<file path="src/rtl/refmon_pkg.sv">
package refmon_pkg;

    // Verdict encoding for the presence flag.
    typedef enum logic {
        REF_LOST    = 1'b0,
        REF_PRESENT = 1'b1
    } ref_state_e;

endpackage

</file>
<file path="src/rtl/refmon_sync.sv">
// Brings the asynchronous reference into the local domain and flags
// every low-to-high transition with a one-cycle pulse.
module refmon_sync #(
    parameter int SYNC_STAGES = 2
) (
    input  logic clk,
    input  logic rst_n,
    input  logic ref_async,
    output logic ref_rise
);
    // Bit SYNC_STAGES holds the previous synchronized level for edge detection.
    localparam int CHAIN_W = SYNC_STAGES + 1;

    typedef struct packed {
        logic [CHAIN_W-1:0] chain;
    } sync_state_t;

    sync_state_t st_d, st_q;

    always_comb begin
        st_d = st_q;
        st_d.chain[0] = ref_async;
        for (int i = 1; i < CHAIN_W; i++) begin
            st_d.chain[i] = st_q.chain[i-1];
        end
    end

    always_ff @(posedge clk or negedge rst_n) begin
        if (!rst_n) begin
            st_q <= '0;
        end else begin
            st_q <= st_d;
        end
    end

    assign ref_rise = st_q.chain[SYNC_STAGES-1] & ~st_q.chain[SYNC_STAGES];

endmodule

</file>
<file path="src/rtl/refmon_window.sv">
// Free-running window timer: raises win_last in the final cycle of each window.
module refmon_window #(
    parameter int WIN_CYCLES = 13248
) (
    input  logic clk,
    input  logic rst_n,
    output logic win_last
);
    localparam int TW = (WIN_CYCLES > 1) ? $clog2(WIN_CYCLES) : 1;
    localparam logic [TW-1:0] LAST = TW'(WIN_CYCLES - 1);

    typedef struct packed {
        logic [TW-1:0] tmr;
    } win_state_t;

    win_state_t st_d, st_q;

    always_comb begin
        st_d = st_q;
        if (st_q.tmr == LAST) begin
            st_d.tmr = '0;
        end else begin
            st_d.tmr = st_q.tmr + 1'b1;
        end
    end

    always_ff @(posedge clk or negedge rst_n) begin
        if (!rst_n) begin
            st_q <= '0;
        end else begin
            st_q <= st_d;
        end
    end

    assign win_last = (st_q.tmr == LAST);

endmodule

</file>
<file path="src/rtl/refmon_judge.sv">
// Saturating edge tally plus the verdict register updated at window close.
module refmon_judge
    import refmon_pkg::*;
#(
    parameter int MAX_EDGES   = 3,
    parameter int EDGE_THRESH = 2
) (
    input  logic                               clk,
    input  logic                               rst_n,
    input  logic                               rise,
    input  logic                               win_last,
    output logic                               present,
    output logic                               done,
    output logic [$clog2(MAX_EDGES+1)-1:0]     edges
);
    localparam int CW = $clog2(MAX_EDGES + 1);
    localparam logic [CW-1:0] CMAX = CW'(MAX_EDGES);
    localparam logic [CW-1:0] CTHR = CW'(EDGE_THRESH);

    typedef struct packed {
        logic [CW-1:0] tally;
        logic [CW-1:0] last;
        ref_state_e    verdict;
        logic          done;
    } judge_state_t;

    judge_state_t st_d, st_q;
    logic [CW-1:0] tally_now;

    always_comb begin
        // An edge in the closing cycle still belongs to the closing window.
        tally_now = st_q.tally;
        if (rise && (st_q.tally != CMAX)) begin
            tally_now = st_q.tally + 1'b1;
        end

        st_d       = st_q;
        st_d.done  = 1'b0;
        st_d.tally = tally_now;
        if (win_last) begin
            st_d.last    = tally_now;
            st_d.verdict = (tally_now >= CTHR) ? REF_PRESENT : REF_LOST;
            st_d.done    = 1'b1;
            st_d.tally   = '0;
        end
    end

    always_ff @(posedge clk or negedge rst_n) begin
        if (!rst_n) begin
            st_q <= '{tally: '0, last: '0, verdict: REF_LOST, done: 1'b0};
        end else begin
            st_q <= st_d;
        end
    end

    assign present = (st_q.verdict == REF_PRESENT);
    assign done    = st_q.done;
    assign edges   = st_q.last;

endmodule

</file>
<file path="src/rtl/refmon_top.sv">
module refmon_top #(
    parameter int REF_RATIO   = 4416,
    parameter int WIN_PERIODS = 3,
    parameter int EDGE_THRESH = 2,
    parameter int SYNC_STAGES = 2
) (
    input  logic                               clk,
    input  logic                               rst_n,
    input  logic                               ref_in,
    output logic                               ref_ok,
    output logic                               sel_lock,
    output logic                               win_done,
    output logic [$clog2(WIN_PERIODS+1)-1:0]   last_edges
);
    localparam int WIN_CYCLES = REF_RATIO * WIN_PERIODS;

    logic rise;
    logic win_last;
    logic present;

    refmon_sync #(
        .SYNC_STAGES (SYNC_STAGES)
    ) u_sync (
        .clk       (clk),
        .rst_n     (rst_n),
        .ref_async (ref_in),
        .ref_rise  (rise)
    );

    refmon_window #(
        .WIN_CYCLES (WIN_CYCLES)
    ) u_window (
        .clk      (clk),
        .rst_n    (rst_n),
        .win_last (win_last)
    );

    refmon_judge #(
        .MAX_EDGES   (WIN_PERIODS),
        .EDGE_THRESH (EDGE_THRESH)
    ) u_judge (
        .clk      (clk),
        .rst_n    (rst_n),
        .rise     (rise),
        .win_last (win_last),
        .present  (present),
        .done     (win_done),
        .edges    (last_edges)
    );

    assign ref_ok   = present;
    assign sel_lock = present;

endmodule

</file>
<file path="config.mk">
export PLATFORM = sky130hd
export DESIGN_NAME = refmon_top
export DESIGN_NICKNAME = d
export VERILOG_FILES = /design/src/rtl/refmon_pkg.sv /design/src/rtl/refmon_sync.sv /design/src/rtl/refmon_window.sv /design/src/rtl/refmon_judge.sv /design/src/rtl/refmon_top.sv
export SDC_FILE = /design/constraint.sdc
export NUM_CORES = 1
export LEC_CHECK = 0
export ABC_AREA = 1
export BUFFER_PORTS_ARGS = -buffer_cell sky130_fd_sc_hd__buf_2
export CAP_MARGIN = 10
export CORE_MARGIN = 2
export CORE_UTILIZATION = 65
export CTS_BUF_LIST = sky130_fd_sc_hd__clkbuf_4
export CTS_CLUSTER_DIAMETER = 60
export DETAILED_ROUTE_END_ITERATION = 16
export GPL_TIMING_DRIVEN = 0
export MAX_ROUTING_LAYER = met4
export PLACE_DENSITY = 0.87
export SKIP_CTS_REPAIR_TIMING = 1
export SYNTH_ARGS = -nofsm -noshare
export SYNTH_HDL_FRONTEND = slang
export SYNTH_SLANG_ARGS = --single-unit
</file>
<file path="constraint.sdc">
create_clock -name clk -period 2.3 [get_ports clk]
set_input_delay 0.345 -clock clk [delete_from_list [all_inputs] [get_ports clk]]
set_output_delay 0.345 -clock clk [all_outputs]
set_load 0.005 [all_outputs]
</file>
# == After elaboration in Yosys (flattened, before gate mapping) ==
# Cells that the tools add are included.
# totals
word_cells,18
in_bits,3
regBits,23
# classes
n_reduce_logical,1
eq_ne,2
n_mux,4
n_bitwise,2
n_addsub,2
magnitude_cmp,1
# op_table
operator,n
$add 14x1->14 const B,1
$eq 14x14->1 const B,1
$mux 14,1
$mux 6,1
$add 2x1->2 const B,1
$ge 2x2->1 const B,1
$mux 2,1
$ne 2x2->1 const B,1
$and 1x1->1,1
$logic_and 1x1->1,1
$mux 1,1
$not 1->1,1

# == Logic depth before layout (Yosys ltp) ==
# Gate-level depths: netlist of run 1.
# depth
ltp_word,7
mapped_depth,8
ltp_nobuf,8

# == Modules after synthesis ==
# Synthesis of run 1 repeated with hierarchy kept, for this count alone.
# hier_totals
hier_cells,138
hier_area_um2,1133.6
# modules_own_cells
module,area_each_um2,n_inst,cells_each
refmon_window,768.2,1,101
refmon_judge,272.8,1,31
refmon_sync,85.1,1,5
refmon_top,7.5,1,1

# == Worst setup path after synthesis of run 1 ==
# No wires, ideal clock.
# synth_timing
kind,register to register
from,register u_window.st_q[0] (netlist name)
to,register u_judge.st_q[5] (netlist name)
arrival_ps,1095
required_time_ps,2181
synth_period_minus_slack_ps,1214
setup_time_ps,119
stages_incl_launch_ff,6
n_path_buf,0
setup_slack_ps,1086
cell_sequence,dfrtp_1 > ha_1 > nand3_2 > nor2_4 > nand3_4 > and2_1
# synth_rtl
element,line_no,source
from (decl),refmon_window.sv:16,"win_state_t st_d, st_q;"
from (signal assigned),refmon_window.sv:31,st_q <= st_d;
to (signal assigned),refmon_judge.sv:50,"st_q <= '{tally: '0, last: '0, verdict: REF_LOST, done: 1'b0};"
to (signal assigned),refmon_judge.sv:52,st_q <= st_d;
to (decl),refmon_judge.sv:27,"judge_state_t st_d, st_q;"

==> impl_metrics.py, run 1 <==
metrics = {
    "outcome": {
        "outcome": "complete, no violations",
    },
    "clocking": {
        "cts_inserted_buffers": 3,
        "ctsRootBufferMaster": "sky130_fd_sc_hd__clkbuf_4",
        "clk_latency_ns": 0.31,
        "cts_tree": "built",
        "cts_max_path_buffers": 2,
        "cts_max_level": 1,
        "tritoncts_num_sinks": 22,
        "cts.reportedPaths.clkPinSlew_ns": 0.12,
    },
    "timing": {
        "actual_slew_at_the_worst_max_slew_pin_ns": 0.475,
        "achievable-frequency_ghz": 0.731,
        "timing.slew.headroom": 0.684,
        "layout_worst_path_cycle_share": 0.595,
        "fin_tns_setup_ns": 0,
        "final.setup_skew_ns": 0.00214,
        "hold_violations": 0,
        "grt_setup_unrepaired": "false",
        "clock_period_minus_worst_slack_ns": 1.37,
        "setup_viol": 0,
        "final_max_slew_viol_count": 0,
    },
    "final_layout": {
        "layout.cells.most_common": "sky130_fd_sc_hd__nand2_1",
        "multiInputGateArea_sq_um": 488,
        "insertedDiodeCount": 0,
        "synthToLayoutAreaGrowth_pct": 10.5,
        "drive_gt1_frac": 0.225,
        "final_net_count": 148,
        "layout_common_cells": "sky130_fd_sc_hd__nand2_1 (32), sky130_fd_sc_hd__dfrtp_1 (22), sky130_fd_sc_hd__nor2_1 (19), sky130_fd_sc_hd__inv_1 (15), sky130_fd_sc_hd__buf_2 (7)",
        "fill_cells": 122,
        "reg_area_sq_um": 551,
        "post-route-util": 0.747,
    },
    "yosys": {
        "netlist_area_sq_mm": 0.00113,
        "yosys_register_bits": 22,
        "syn-num-nets": 135,
        "syn-mean-instance-area_sq_um": 8.68,
        "synth.distinct_cells": 22,
        "seq_area_frac_synth": 0.488,
        "gate_count_after_technology_mapping": 130,
        "synthesis.yosys.warnings": 0,
    },
    "drt": {
        "router_iterations_before_antenna_repair": 4,
        "drt-initial-drc-count": 24,
        "drc": 0,
        "wirelength_microns": 1810,
        "route.detailed.vias_per_inst": 5.03,
        "drt.antenna.violating_nets": 0,
        "avgRoutedWirePerCell_microns": 11.4,
        "vias": 800,
    },
    "critical_path": {
        "crit_required_ns": 2.51,
        "worst_setup_ep_type": "flop",
        "critical_path_arrival_ns": 1.58,
        "worstRegToRegCells": 5,
        "worstPathMaxFanout": 8,
        "critical_path.startpoint_type": "flop",
        "r2r_start": "u_window.st_q[0]$_DFF_PN0_",
        "category_of_the_critical_setup_timing_path": "flop to flop",
        "worst_reg2reg_path_endpoint": "u_judge.st_q[5]$_DFF_PN0_",
        "reg2reg_setup_slack_ns": 0.93,
    },
    "global_route": {
        "grtUsageTotal": 0.232,
        "maximum_number_of_pins_on_one_net_before_global_route_repair": 23,
        "globalRoute.totalOverflow": 0,
        "grt_pass1_wl_microns": 3280,
        "grt_pass1_vias": 776,
        "grt_antenna_before_repair": 0,
    },
    "worst_hold_path": {
        "min_delay_worst_endpoint": "u_sync.st_q[0]$_DFF_PN0_",
        "instance_count_along_the_most_critical_hold_path": 1,
        "classification_of_the_worst_slack_hold_path": "input pin to flop",
        "hp-start": "ref_in",
    },
    "floorplan": {
        "fp.dieArea_sq_mm": 0.00209,
        "initial_core_util": 0.676,
        "floorplan.io_pins": 8,
        "core-area_sq_mm": 0.00167,
        "die_y_microns": 45.7,
        "die_w_microns": 45.7,
        "fp-row-count": 15,
    },
    "pwr": {
        "leakagePower_nw": 0.644,
        "ir_drop_uv": 528,
        "power-per-cell-area_mw_per_mm2": 632,
    },
    "placed_design": {
        "routabilityCongestion": 0.850,
        "detailedPlacementHpwl_microns": 1430,
        "buffer_ports.inserted": 7,
    },
    "flow_run": {
        "drv_cap": 0,
    },
}
[critical path, cell delays in order (launching register included)]
cell                      delay (ns)
sky130_fd_sc_hd__dfrtp_1        0.40
sky130_fd_sc_hd__ha_1           0.23
sky130_fd_sc_hd__nand3_2        0.13
sky130_fd_sc_hd__nor2_4         0.18
sky130_fd_sc_hd__nand3_4        0.15
sky130_fd_sc_hd__and2_1         0.18
[stage by stage]
| stage | hold slack, ns | area (sq um) | instances | power [W] | worst slack (ns) |
|---|---|---|---|---|---|
| finish | 0.128 | 1250 | 159 | 0.000788 | 0.932 |
| floorplan | 0.0494 | 1130 | 130 | 0.000476 | 1.09 |
| CTS | -0.0211 | 1240 | 158 | 0.000791 | 0.919 |
| global route | 0.114 | 1250 | 159 | 0.000827 | 0.838 |
| global placement | 0.320 | 1180 | 154 | 0.000490 | 0.955 |
| detailed placement | 0.325 | 1180 | 154 | 0.000503 | 0.942 |
[final cells by class]
class / instances / area share
plain buffers: 3 / 0.0181
inverters: 18 / 0.0542
clock inverters: 1 / 0.0241
repair buffers: 8 / 0.0361
clock buffers: 3 / 0.0181
multi-input cells: 87 / 0.391
flip-flops and latches: 22 / 0.441
well taps: 17 / 0.0171
[metal layers]
metal	routed length [microns]	track usage	part of all wire	vias up
met4	26	0.0706	0.014	0
met5	0	-	0	-
met2	885	0.377	0.49	20
met1	834	0.298	0.46	359
li1	-	-	-	417
met3	66	0.0357	0.036	4
[state kept, by name, indices dropped and copies added, names as in the netlist]
register         count
u_judge.done         1
u_judge.edges        1
u_window.st_q       14
u_judge.present      1
u_judge.st_q         2
u_sync.st_q          3
[cell usage after synthesis]
master / instances / area share
sky130_fd_sc_hd__o21ai_0: 1 / 0.0044
sky130_fd_sc_hd__nor2_2: 4 / 0.022
sky130_fd_sc_hd__nand3_4: 1 / 0.016
sky130_fd_sc_hd__xor2_1: 6 / 0.047
sky130_fd_sc_hd__nor3_4: 1 / 0.014
sky130_fd_sc_hd__xnor2_1: 2 / 0.016
sky130_fd_sc_hd__nand2_2: 4 / 0.022
sky130_fd_sc_hd__buf_4: 3 / 0.020
sky130_fd_sc_hd__nand4_1: 2 / 0.011
sky130_fd_sc_hd__nand3_2: 1 / 0.0089
sky130_fd_sc_hd__ha_1: 2 / 0.022
sky130_fd_sc_hd__nand2_1: 32 / 0.11
sky130_fd_sc_hd__and2_1: 1 / 0.0055
sky130_fd_sc_hd__dfrtp_1: 22 / 0.49
sky130_fd_sc_hd__inv_1: 15 / 0.050
sky130_fd_sc_hd__nand3_1: 4 / 0.018
sky130_fd_sc_hd__nor3_1: 1 / 0.0044
sky130_fd_sc_hd__nor2_4: 3 / 0.030
sky130_fd_sc_hd__nor2_1: 19 / 0.063
sky130_fd_sc_hd__inv_2: 3 / 0.010
sky130_fd_sc_hd__nand3b_1: 2 / 0.013
sky130_fd_sc_hd__nor3_2: 1 / 0.0089
[worst max path at each step]
stage / from / end / cells after the start
6_report: u_window.st_q[0]$_DFF_PN0_ / u_judge.st_q[5]$_DFF_PN0_ / 5
5_1_grt: u_window.st_q[0]$_DFF_PN0_ / u_window.st_q[5]$_DFF_PN0_ / 6
3_5_place_dp: u_window.st_q[0]$_DFF_PN0_ / u_judge.st_q[5]$_DFF_PN0_ / 5
2_1_floorplan: u_window.st_q[0]$_DFF_PN0_ / u_judge.st_q[5]$_DFF_PN0_ / 5
3_3_place_gp: u_window.st_q[0]$_DFF_PN0_ / u_window.st_q[5]$_DFF_PN0_ / 6
4_1_cts: u_window.st_q[0]$_DFF_PN0_ / u_judge.st_q[5]$_DFF_PN0_ / 5
[cells by family (layout without fill, tap and decap cells)]
kind of cell,Yosys count,in the layout,synth area share
and+or+nand+nor,76,76,0.344
DFF,22,22,0.488
buffers and inverters,21,33,0.0798
xor gates and xnor gates,8,8,0.0621
adders and majority gates,2,2,0.0222
AOI/OAI and AO/OA,1,1,0.00443
[where the power goes]
part	internal, W	leakage, nW	switching [W]
registers	0.000407	0.282	0.0000150
clock network	0.000176	0.0279	0.000118
logic	0.0000314	0.334	0.0000404
Note: power is estimated with default switching activity, not from simulation.
==> run 2, diff against run 1 <==
Settings changed: CORE_UTILIZATION 65 to 55, PLACE_DENSITY 0.87 to 0.79.
Clock period 2.3 ns to 1.2 ns, I/O delays scaled along.
==> impl_metrics.py, run 2 (synthesis gave the netlist of run 1 again) <==
metrics = {
    "outcome": {
        "outcome": "finished, violations left",
        "violations": "negative setup slack",
    },
    "pwr": {
        "ir_drop_uv": 983,
        "p_seq_frac": 0.527,
        "leakagePower_nw": 0.668,
        "fin_total_pwr_w": 0.00153,
        "p_sw_w": 0.000330,
        "cellInternalPower_w": 0.00120,
        "power_frac_comb": 0.102,
        "share_clk_of_total_power": 0.371,
        "power.switching_fraction": 0.216,
        "power-per-cell-area_mw_per_mm2": 1120,
    },
    "floorplan": {
        "fp.dieArea_sq_mm": 0.00243,
        "core-area_sq_mm": 0.00194,
        "die_y_microns": 49.3,
        "floorplan.io_pins": 8,
        "die_w_microns": 49.3,
        "fp-row-count": 16,
        "initial_core_util": 0.581,
    },
    "global_route": {
        "grt_pass1_wl_microns": 3220,
        "gr-usage-met1": 0.209,
        "grt_pass1_vias": 758,
        "globalRoute.totalOverflow": 0,
        "grtUsageTotal": 0.184,
        "grt_antenna_before_repair": 0,
        "grt_busiest_layer": "met2",
        "grt.met3_usage": 0.0460,
        "maximum_number_of_pins_on_one_net_before_global_route_repair": 23,
        "grt.met2_usage": 0.300,
    },
    "final_layout": {
        "design_area_final_sq_mm": 0.00136,
        "largest-register": "u_window.st_q",
        "layout_common_cells": "sky130_fd_sc_hd__nand2_1 (31), sky130_fd_sc_hd__dfrtp_1 (19), sky130_fd_sc_hd__nor2_1 (18), sky130_fd_sc_hd__inv_1 (15)",
        "final_net_count": 154,
        "largest_register_ff_count": 14,
        "layout.cells.most_common": "sky130_fd_sc_hd__nand2_1",
        "layout_top_registers": "u_window.st_q: 14 flops, u_sync.st_q: 3 flops, u_judge.st_q: 2 flops",
        "insertedDiodeCount": 0,
        "drive_gt1_frac": 0.297,
        "synthToLayoutAreaGrowth_pct": 20.6,
    },
    "timing": {
        "clock_period_minus_worst_slack_ns": 1.34,
        "final.setup_skew_ns": 0.00787,
        "achievable-frequency_ghz": 0.746,
        "hold_violations": 0,
        "actual_slew_at_the_worst_max_slew_pin_ns": 0.482,
        "timing.slew.headroom": 0.679,
        "grt_setup_unrepaired": "true",
        "layout_worst_path_cycle_share": 1.12,
        "setup_viol": 16,
        "postLayoutSetupSlackWorst_ns": -0.141,
        "final_max_slew_viol_count": 0,
    },
    "placed_design": {
        "placed_area_sq_mm": 0.00120,
        "buffer_ports.inserted": 7,
        "detailedPlacementHpwl_microns": 1460,
        "routabilityCongestion": 0.845,
        "place_worst_setup_slack_ns": -0.174,
    },
    "clocking": {
        "cts_max_path_buffers": 2,
        "cts.reportedPaths.clkPinSlew_ns": 0.13,
        "ctsRootBufferMaster": "sky130_fd_sc_hd__clkbuf_4",
        "cts_inserted_buffers": 3,
        "clk_latency_ns": 0.31,
        "tritoncts_num_sinks": 22,
        "cts_tree": "built",
        "cts_max_level": 1,
    },
    "critical_path": {
        "critPathLaunch": "u_window.st_q[0]$_DFF_PN0_",
        "r2r_start": "u_window.st_q[0]$_DFF_PN0_",
        "worst_reg2reg_path_endpoint": "u_judge.st_q[5]$_DFF_PN0_",
        "worstRegToRegCells": 5,
        "crit_required_ns": 1.41,
        "reg2reg_setup_slack_ns": -0.14,
        "category_of_the_critical_setup_timing_path": "flop to flop",
        "critical_path.startpoint_type": "flop",
        "worstPathMaxFanout": 8,
        "critical_path_arrival_ns": 1.55,
        "worst_setup_ep_type": "flop",
    },
    "drt": {
        "vias": 853,
        "drc": 0,
        "drt.antenna.violating_nets": 0,
        "wirelength_microns": 2030,
        "avgRoutedWirePerCell_microns": 11.6,
        "route.detailed.vias_per_inst": 4.87,
        "router_iterations_before_antenna_repair": 4,
        "drt-initial-drc-count": 14,
    },
    "worst_hold_path": {
        "classification_of_the_worst_slack_hold_path": "input pin to asynchronous set/reset pin",
    },
    "flow_run": {
        "drv_cap": 0,
    },
}
run 2: cell count changes in the layout (fill, tap and decap cells not counted), moves of 2 or more:
cell / previous run / this run
sky130_fd_sc_hd__dfrtp_1: 22 / 19
sky130_fd_sc_hd__dfrtp_2: 0 / 3
sky130_fd_sc_hd__buf_4: 3 / 6
sky130_fd_sc_hd__buf_2: 7 / 5
sky130_fd_sc_hd__buf_6: 0 / 4
run 2: cell type report:
type	count	area, sq um
well taps	27	33.8
plain buffers	3	30.0
clock buffers	3	22.5
fillers	169	581
inverters	18	70.1
multi-input cells	87	515
flip-flops and latches	22	554
clock inverters	1	30.0
repair buffers	14	105
run 2: power groups by stage:
stage / logic, W / registers, W / clock network [W]
finish: 0.000155 / 0.000804 / 0.000567
global placement: 0.000125 / 0.000815 / 0
floorplan: 0.000100 / 0.000813 / 0
global route: 0.000182 / 0.000811 / 0.000612
CTS: 0.000133 / 0.000804 / 0.000576
detailed placement: 0.000133 / 0.000817 / 0
run 2: how the worst max path moves through the flow:
stage / end / slack (ns)
final: u_judge.st_q[5]$_DFF_PN0_ / -0.14
after global routing: u_judge.st_q[5]$_DFF_PN0_ / -0.19
after CTS: u_judge.st_q[5]$_DFF_PN0_ / -0.20
after detailed placement: u_window.st_q[8]$_DFF_PN0_ / -0.17
after global placement: u_judge.st_q[5]$_DFF_PN0_ / -0.12
after floorplan: u_judge.st_q[5]$_DFF_PN0_ / -0.001
run 2: per-layer routing:
layer / vias up / wire (microns)
met5: - / 0
met4: 0 / 38
met3: 6 / 70
met2: 20 / 1030
met1: 400 / 891
li1: 427 / -
run 2: through the flow:
stage                      util  std cells   TNS, ns  hold slack [ns]
after floorplan               -        130  -0.00115           -0.116
after CTS                 0.645        168     -2.24           -0.182
final                     0.701        175     -1.20            0.355
after global placement    0.618        164     -1.22            0.160
after global routing      0.701        175     -2.34            0.385
after detailed placement  0.618        164     -1.93            0.168
run 2: worst max-delay path: stages, from the launching register on:
cell and delay, ns:
sky130_fd_sc_hd__dfrtp_1 0.44, sky130_fd_sc_hd__ha_4 0.19, sky130_fd_sc_hd__nand3_4 0.08, sky130_fd_sc_hd__nor2_4 0.16, sky130_fd_sc_hd__nand3_4 0.17, sky130_fd_sc_hd__and2_4 0.20
==> run 3, diff against run 2 <==
Settings changed: CELL_PAD_IN_SITES_DETAIL_PLACEMENT set to 1, CELL_PAD_IN_SITES_GLOBAL_PLACEMENT set to 1, CORE_UTILIZATION 55 to 42, PLACE_DENSITY 0.79 to 0.78.
==> impl_metrics.py, run 3 (synthesis gave the netlist of run 1 again) <==
metrics = {
    "worst_hold_path": {
        "classification_of_the_worst_slack_hold_path": "input pin to asynchronous set/reset pin",
    },
    "critical_path": {
        "critical_path.startpoint_type": "flop",
        "cell_occurring_most_often_along_the_worst_timing_path": "sky130_fd_sc_hd__nand3_4",
        "crit_family": "simple AND/OR/NAND/NOR gates",
        "r2r_start": "u_window.st_q[1]$_DFF_PN0_",
        "category_of_the_critical_setup_timing_path": "flop to flop",
        "crit_path_top_delay_cell": "sky130_fd_sc_hd__dfrtp_1",
        "worstPathMaxFanout": 8,
        "worstRegToRegCells": 5,
        "worstPathBufferInverterCount": 0,
        "reg2reg_setup_slack_ns": -0.13,
        "crit_path_cell_trace": "ha_4 > nand3_4 > nor2_4 > nand3_4 > and2_4",
        "critPathLaunch": "u_window.st_q[1]$_DFF_PN0_",
        "delay_of_the_slowest_cell_on_the_worst_path_ns": 0.43,
        "critical_path_arrival_ns": 1.55,
        "crit_required_ns": 1.42,
        "worst_setup_ep_type": "flop",
        "worst_reg2reg_path_endpoint": "u_judge.st_q[5]$_DFF_PN0_",
    },
    "placed_design": {
        "place_worst_setup_slack_ns": -0.181,
        "routabilityCongestion": 0.819,
        "placed_area_sq_mm": 0.00120,
        "placed_cells_incl_taps": 167,
        "buffer_ports.inserted": 7,
        "detailedPlacementHpwl_microns": 1730,
    },
    "final_layout": {
        "largest-register": "u_window.st_q",
        "design_area_final_sq_mm": 0.00139,
        "synthToLayoutAreaGrowth_pct": 22.9,
        "insertedDiodeCount": 0,
        "layout_top_registers": "u_window.st_q: 14 flops, u_sync.st_q: 3 flops, u_judge.st_q: 2 flops",
        "layout.cells.most_common": "sky130_fd_sc_hd__nand2_1",
        "layout_common_cells": "sky130_fd_sc_hd__nand2_1 (29), sky130_fd_sc_hd__nor2_1 (19), sky130_fd_sc_hd__dfrtp_1 (19), sky130_fd_sc_hd__inv_1 (15), sky130_fd_sc_hd__buf_4 (8)",
        "final_net_count": 156,
        "finalNonFillerCells": 180,
        "largest_register_ff_count": 14,
        "drive_gt1_frac": 0.313,
        "post-route-util": 0.550,
    },
    "floorplan": {
        "die_w_microns": 55.8,
        "floorplan.io_pins": 8,
        "fp.dieArea_sq_mm": 0.00312,
        "die_y_microns": 55.8,
        "core-area_sq_mm": 0.00252,
        "fp-row-count": 18,
        "initial_core_util": 0.447,
    },
    "clocking": {
        "ctsRootBufferMaster": "sky130_fd_sc_hd__clkbuf_4",
        "cts_inserted_buffers": 3,
        "cts_max_path_buffers": 2,
        "cts_tree": "built",
        "cts_max_level": 1,
        "clk_latency_ns": 0.31,
        "cts.reportedPaths.clkPinSlew_ns": 0.13,
        "tritoncts_num_sinks": 22,
    },
    "global_route": {
        "maximum_number_of_pins_on_one_net_before_global_route_repair": 23,
        "grt_pass1_wl_microns": 4090,
        "globalRoute.totalOverflow": 0,
        "grt_pass1_vias": 914,
        "grt_antenna_before_repair": 0,
        "grtUsageTotal": 0.174,
    },
    "drt": {
        "drc": 0,
        "vias": 883,
        "drt-initial-drc-count": 15,
        "drt.antenna.violating_nets": 0,
        "route.detailed.vias_per_inst": 4.91,
        "avgRoutedWirePerCell_microns": 12.9,
        "wirelength_microns": 2310,
        "router_iterations_before_antenna_repair": 4,
    },
    "timing": {
        "postLayoutSetupSlackWorst_ns": -0.131,
        "actual_slew_at_the_worst_max_slew_pin_ns": 0.508,
        "achievable-frequency_ghz": 0.751,
        "final.setup_skew_ns": 0.00495,
        "layout_worst_path_cycle_share": 1.11,
        "setup_viol": 16,
        "fin_tns_setup_ns": -1.30,
        "grt_setup_unrepaired": "true",
        "clock_period_minus_worst_slack_ns": 1.33,
        "hold_violations": 0,
        "final_max_slew_viol_count": 0,
        "timing.slew.headroom": 0.661,
    },
    "flow_run": {
        "drv_cap": 0,
    },
    "pwr": {
        "leakagePower_nw": 0.681,
        "power-per-cell-area_mw_per_mm2": 1110,
        "ir_drop_uv": 796,
    },
    "outcome": {
        "violations": "negative setup slack",
        "outcome": "finished, violations left",
    },
}
run 3: report_power, final:
| part | total [W] | internal (W) | switching (W) | leakage (nW) |
|---|---|---|---|---|
| registers | 0.000805 | 0.000780 | 0.0000247 | 0.277 |
| logic | 0.000164 | 0.0000791 | 0.0000850 | 0.376 |
| clock network | 0.000574 | 0.000338 | 0.000236 | 0.0279 |
| total | 0.00154 | 0.00120 | 0.000346 | 0.681 |
run 3: worst max path at each step:
stage	end	slack [ns]	cells after the start
global placement	u_judge.st_q[5]$_DFF_PN0_	-0.14	5
finish	u_judge.st_q[5]$_DFF_PN0_	-0.13	5
CTS	u_window.st_q[5]$_DFF_PN0_	-0.19	6
floorplan	u_judge.st_q[5]$_DFF_PN0_	-0.001	5
detailed placement	u_judge.st_q[5]$_DFF_PN0_	-0.18	5
global route	u_judge.st_q[5]$_DFF_PN0_	-0.17	5
run 3: final cells by class:
class / instances / area [sq um]
Clock inverter: 1 / 30.0
Multi-Input combinational cell: 87 / 523
Clock buffer: 3 / 22.5
Fill cell: 311 / 1130
Buffer: 3 / 30.0
Sequential cell: 22 / 554
Tap cell: 30 / 37.5
Timing Repair Buffer: 16 / 120
Inverter: 18 / 70.1
run 3: metrics by stage:
step | power (W) | hold WS [ns]
after CTS | 0.00154 | -0.174
after floorplan | 0.000913 | -0.116
after global routing | 0.00163 | 0.377
after detailed placement | 0.000964 | 0.180
after global placement | 0.000944 | 0.169
final | 0.00154 | 0.357
run 3: layer usage:
| layer | up-vias | GRT usage | share of wire |
|---|---|---|---|
| li1 | 434 | - | - |
| met1 | 432 | 0.214 | 0.43 |
| met2 | 13 | 0.286 | 0.52 |
| met3 | 4 | 0.0279 | 0.031 |
| met4 | 0 | 0.0714 | 0.017 |
| met5 | - | - | 0 |
